[config.mk]
export PLATFORM = sky130hd
export DESIGN_NAME = alu_cmp_unit
export DESIGN_NICKNAME = d
export VERILOG_FILES = /design/src/rtl/alu_cmp_pkg.sv /design/src/rtl/alu_cmp_ctrl.sv /design/src/rtl/alu_cmp_datapath.sv /design/src/rtl/alu_cmp_unit.sv
export SDC_FILE = /design/constraint.sdc
export NUM_CORES = 1
export LEC_CHECK = 0
export ABC_AREA = 1
export BUFFER_PORTS_ARGS = -buffer_cell sky130_fd_sc_hd__buf_2
export CAP_MARGIN = 25
export CORE_ASPECT_RATIO = 1.75
export CORE_MARGIN = 3
export CORE_UTILIZATION = 55
export DETAILED_ROUTE_END_ITERATION = 12
export PLACE_DENSITY_LB_ADDON = 0.15
export SLEW_MARGIN = 20
export SYNTH_ARGS = -nofsm -noshare
export SYNTH_HDL_FRONTEND = slang
export SYNTH_HIERARCHICAL = 1
export SYNTH_SLANG_ARGS = --single-unit
export TNS_END_PERCENT = 50
[constraint.sdc]
create_clock -name vclk -period 11.6
set_input_delay 2.9 -clock vclk [all_inputs]
set_output_delay 2.9 -clock vclk [all_outputs]
set_load 0.02 [all_outputs]
[src/rtl/alu_cmp_pkg.sv]
package alu_cmp_pkg;

  typedef enum logic [2:0] {
    OP_ADD  = 3'b000,
    OP_SUB  = 3'b001,
    OP_AND  = 3'b010,
    OP_OR   = 3'b011,
    OP_NOR  = 3'b100,
    OP_SLT  = 3'b101,
    OP_RSVD = 3'b110,
    OP_FUNC = 3'b111
  } aluOp_e;

  typedef enum logic [1:0] {
    RES_ARITH = 2'd0,
    RES_LOGIC = 2'd1,
    RES_LESS  = 2'd2
  } resSel_e;

  typedef enum logic [1:0] {
    LOG_AND = 2'd0,
    LOG_OR  = 2'd1,
    LOG_NOR = 2'd2
  } logSel_e;

  typedef struct packed {
    logic    subtract;
    logic    cmpEnable;
    resSel_e resSel;
    logSel_e logSel;
  } aluStrobe_t;

  localparam logic [5:0] FN_ADD = 6'h20;
  localparam logic [5:0] FN_SUB = 6'h22;
  localparam logic [5:0] FN_AND = 6'h24;
  localparam logic [5:0] FN_OR  = 6'h25;
  localparam logic [5:0] FN_NOR = 6'h27;
  localparam logic [5:0] FN_SLT = 6'h2A;

endpackage

[src/rtl/alu_cmp_ctrl.sv]
module alu_cmp_ctrl
  import alu_cmp_pkg::*;
(
  input  logic [2:0] opCode,
  input  logic [5:0] funcField,
  output aluStrobe_t strobe
);

  aluOp_e fieldOp;
  aluOp_e effOp;

  always_comb begin
    case (funcField)
      FN_SUB:  fieldOp = OP_SUB;
      FN_AND:  fieldOp = OP_AND;
      FN_OR:   fieldOp = OP_OR;
      FN_NOR:  fieldOp = OP_NOR;
      FN_SLT:  fieldOp = OP_SLT;
      default: fieldOp = OP_ADD;
    endcase
  end

  always_comb begin
    if (aluOp_e'(opCode) == OP_FUNC) effOp = fieldOp;
    else                             effOp = aluOp_e'(opCode);
  end

  always_comb begin
    strobe.subtract  = 1'b0;
    strobe.cmpEnable = 1'b0;
    strobe.resSel    = RES_ARITH;
    strobe.logSel    = LOG_AND;
    case (effOp)
      OP_SUB: begin
        strobe.subtract  = 1'b1;
        strobe.cmpEnable = 1'b1;
      end
      OP_AND: strobe.resSel = RES_LOGIC;
      OP_OR: begin
        strobe.resSel = RES_LOGIC;
        strobe.logSel = LOG_OR;
      end
      OP_NOR: begin
        strobe.resSel = RES_LOGIC;
        strobe.logSel = LOG_NOR;
      end
      OP_SLT: begin
        strobe.subtract = 1'b1;
        strobe.resSel   = RES_LESS;
      end
      default: ;
    endcase
  end

endmodule

[src/rtl/alu_cmp_datapath.sv]
module alu_cmp_datapath
  import alu_cmp_pkg::*;
#(
  parameter int WIDTH = 32
) (
  input  logic [WIDTH-1:0] opA,
  input  logic [WIDTH-1:0] opB,
  input  aluStrobe_t       strobe,
  output logic [WIDTH-1:0] result,
  output logic [1:0]       cmpCode
);

  localparam int MSB = WIDTH - 1;

  logic [WIDTH-1:0] bEff;
  logic [WIDTH:0]   sumWide;
  logic [WIDTH-1:0] sum;
  logic             overflow;
  logic             lessSigned;
  logic             isZero;
  logic [WIDTH-1:0] logicOut;

  assign bEff    = strobe.subtract ? ~opB : opB;
  assign sumWide = {1'b0, opA} + {1'b0, bEff} + {{WIDTH{1'b0}}, strobe.subtract};
  assign sum     = sumWide[WIDTH-1:0];

  assign overflow   = (opA[MSB] == bEff[MSB]) && (sum[MSB] != opA[MSB]);
  assign lessSigned = sum[MSB] ^ overflow;
  assign isZero     = (sum == '0);

  always_comb begin
    case (strobe.logSel)
      LOG_OR:  logicOut = opA | opB;
      LOG_NOR: logicOut = ~(opA | opB);
      default: logicOut = opA & opB;
    endcase
  end

  always_comb begin
    case (strobe.resSel)
      RES_LOGIC: result = logicOut;
      RES_LESS:  result = {{(WIDTH-1){1'b0}}, lessSigned};
      default:   result = sum;
    endcase
  end

  assign cmpCode = strobe.cmpEnable ? {~lessSigned & ~isZero, isZero} : 2'b00;

endmodule

[src/rtl/alu_cmp_unit.sv]
module alu_cmp_unit
  import alu_cmp_pkg::*;
#(
  parameter int WIDTH = 32
) (
  input  logic [WIDTH-1:0] opA,
  input  logic [WIDTH-1:0] opB,
  input  logic [2:0]       opCode,
  input  logic [5:0]       funcField,
  output logic [WIDTH-1:0] result,
  output logic [1:0]       cmpCode
);

  aluStrobe_t strobe;

  alu_cmp_ctrl u_ctrl (
    .opCode    (opCode),
    .funcField (funcField),
    .strobe    (strobe)
  );

  alu_cmp_datapath #(.WIDTH(WIDTH)) u_dp (
    .opA     (opA),
    .opB     (opB),
    .strobe  (strobe),
    .result  (result),
    .cmpCode (cmpCode)
  );

endmodule

==> run summary <==
total power: 444 uW
Final #Nets: 1,125
Initial Util: 57.1%
internal power: 143 uW
startpoint types: primary input
die height: 127 um
initial antenna violation count: 0
die footprint: 9500 um2
Leak: 3.11 nW
Row Count: 43
GPL Wtd Cong: 1.03
Setup crit end kind: output pin
Final ANT Viol Nets: 0
Slew HR: 42.0%
Cells on Worst Hold Path: 4
1st-pass router iterations: 5
# DRC: 0
initial DRC count: 287
largest net degree at the start of global routing: 34
input/output buffers: 107
final core utilization: 64.9%
Clk network pwr share: 0%
dpl ws: 2400 ps
global route hottest layer: met2
total track usage: 35.1%
Gate Count Post-Synth: 920
Post-Synthesis Net Count: 1,030
Crit Path Category: primary input to output pin
Max VDD drop: 0.0756 mV
Crit Path Max Fanout: 21
logic gate share of total power: 100.0%
Endpoint, Worst Hold: result[26]
period utilisation layout: 79.7%
Synth warnings: 6
min cycle time layout: 9240 ps
worst min path class: primary input to output pin
hold violation count in the final report: 0
Seq. cell area: 0 um2
aggregate global routing overflow: 0
switch share: 67.7%
setup TNS: 0 ps
GR Util met1: 31.5%
number of top-level pins: 107
Mean Syn Cell Area: 4.97 um2
Max-cap violations: 0
WP data arrival: 6340 ps
PnR worst setup slack: 2360 ps
Highest Clock Rate: 108 MHz
first-pass GRT wire length: 26,300 um
clkbuf count: 0
FF+latch count: 0
worst slew pin tran: 868 ps
unrepaired setup endpoints after global routing: no
Distinct cells, synth: 35
cts repair resizes: 0
placed wire-length estimate: 13,900 um
Via Count: 6,150
core area: 8020 um2
Post-CTS Setup Bufs: 0
synthesized area: 4580 um2
count of pins over their slew limit: 0
CP bufs+invs: 8
# setup viols final: 0
met3 Usage GRT: 2.22%
sequential share of power: 0%
WL final: 16,600 um
antenna cells: 0
pwr dens: 85.3 nW/um2
share of layout cells above drive strength 1: 16.3%
Die X: 75.0 um
met2 Resource Use GR: 69.3%
synth-to-layout area growth: 13.7%
CP Data Required Time: 8700 ps
# hold bufs at CTS: 0
sw power: 301 uW
Vias per Instance: 5.58
hold path start: opB[26]
WL per Instance: 15.1 um
CP max-delay cell: xnor2_1
Crit path largest cell delay: 410 ps
sequential area share after synthesis: 0%
status: finished, final reports clean
vias in the first global route: 5,918
cell family with most CP delay: simple AND/OR/NAND/NOR gates
==> how the worst max path moves through the flow <==
stage | from | end | slack (ps) | depth (start not counted)
2_1_floorplan | funcField[4] | cmpCode[0] | 2930 | 24
3_3_place_gp | funcField[4] | cmpCode[0] | 2500 | 27
3_5_place_dp | funcField[3] | cmpCode[0] | 2400 | 27
4_1_cts | funcField[3] | cmpCode[0] | 2390 | 27
5_1_grt | funcField[4] | cmpCode[0] | 2040 | 29
6_report | funcField[3] | cmpCode[0] | 2360 | 27
==> cell families (layout without fill, tap and decap cells) <==
logic type	after synthesis	in the layout	share of synthesized area [%]
AOI/OAI and AO/OA	132	132	15.9
xor gates and xnor gates	34	34	6.51
adders and majority gates	37	37	10.3
buffers and inverters	200	293	16.5
muxes	4	4	0.984
and+or+nand+nor	513	513	49.8
==> final cells by class <==
| cell class | count | area, um2 |
|---|---|---|
| Tap cell | 90 | 113 |
| Timing Repair Buffer | 114 | 596 |
| Multi-Input combinational cell | 720 | 3820 |
| Inverter | 179 | 673 |
| Fill cell | 878 | 2810 |
==> power groups by stage <==
stage / registers, mW / clock network, mW / logic (mW)
finish: 0 / 0 / 0.444
global route: 0 / 0 / 0.491
CTS: 0 / 0 / 0.439
detailed placement: 0 / 0 / 0.437
global placement: 0 / 0 / 0.435
floorplan: 0 / 0 / 0.303
==> synth_stat cells, drive strengths merged <==
cell	instances	area share (%)
nand4	7	1.1
a21oi	33	3.7
a32o	9	2.0
nor3	8	1.2
nor2	79	6.9
nand2	279	24
nand3	129	15
nand3b	8	1.4
ha	36	9.8
xnor2	4	0.77
or2	2	0.27
clkbuf	17	1.4
fa	1	0.44
a22oi	1	0.16
clkinv	2	0.19
o21bai	1	0.16
buf	4	0.44
and2	1	0.14
xor2	30	5.7
mux2	4	0.98
o21ai	84	9.2
o32ai	4	0.77
inv	177	15
==> layout by cell type, fill, tap and decap left out, drive strengths merged, types with 2 or more instances in the layout <==
cell and instances:
nor3 8, a32o 9, xnor2 4, nand4 7, clkinv 3, nand3b 8, nor2 79, nand3 129
inv 176, o21ai 84, mux2 4, ha 36, o32ai 4, nand2 279, a21oi 33, xor2 30
or2 2, buf 114
==> per-stage QoR <==
stage                     cell area (um2)  cells  hold slack [ps]
after floorplan                      4580    920             6040
after global placement               5190   1102             6260
after detailed placement             5200   1103             6270
after CTS                            5200   1103             6270
after global routing                 5200   1103             6300
final                                5200   1103             6270
==> per-layer routing <==
metal,vias to the layer above,part of all wire [%]
li1,3124,-
met1,2707,33
met2,240,54
met3,79,4.2
met4,0,8.1
met5,-,0
Note: power is estimated with default switching activity, not from simulation.
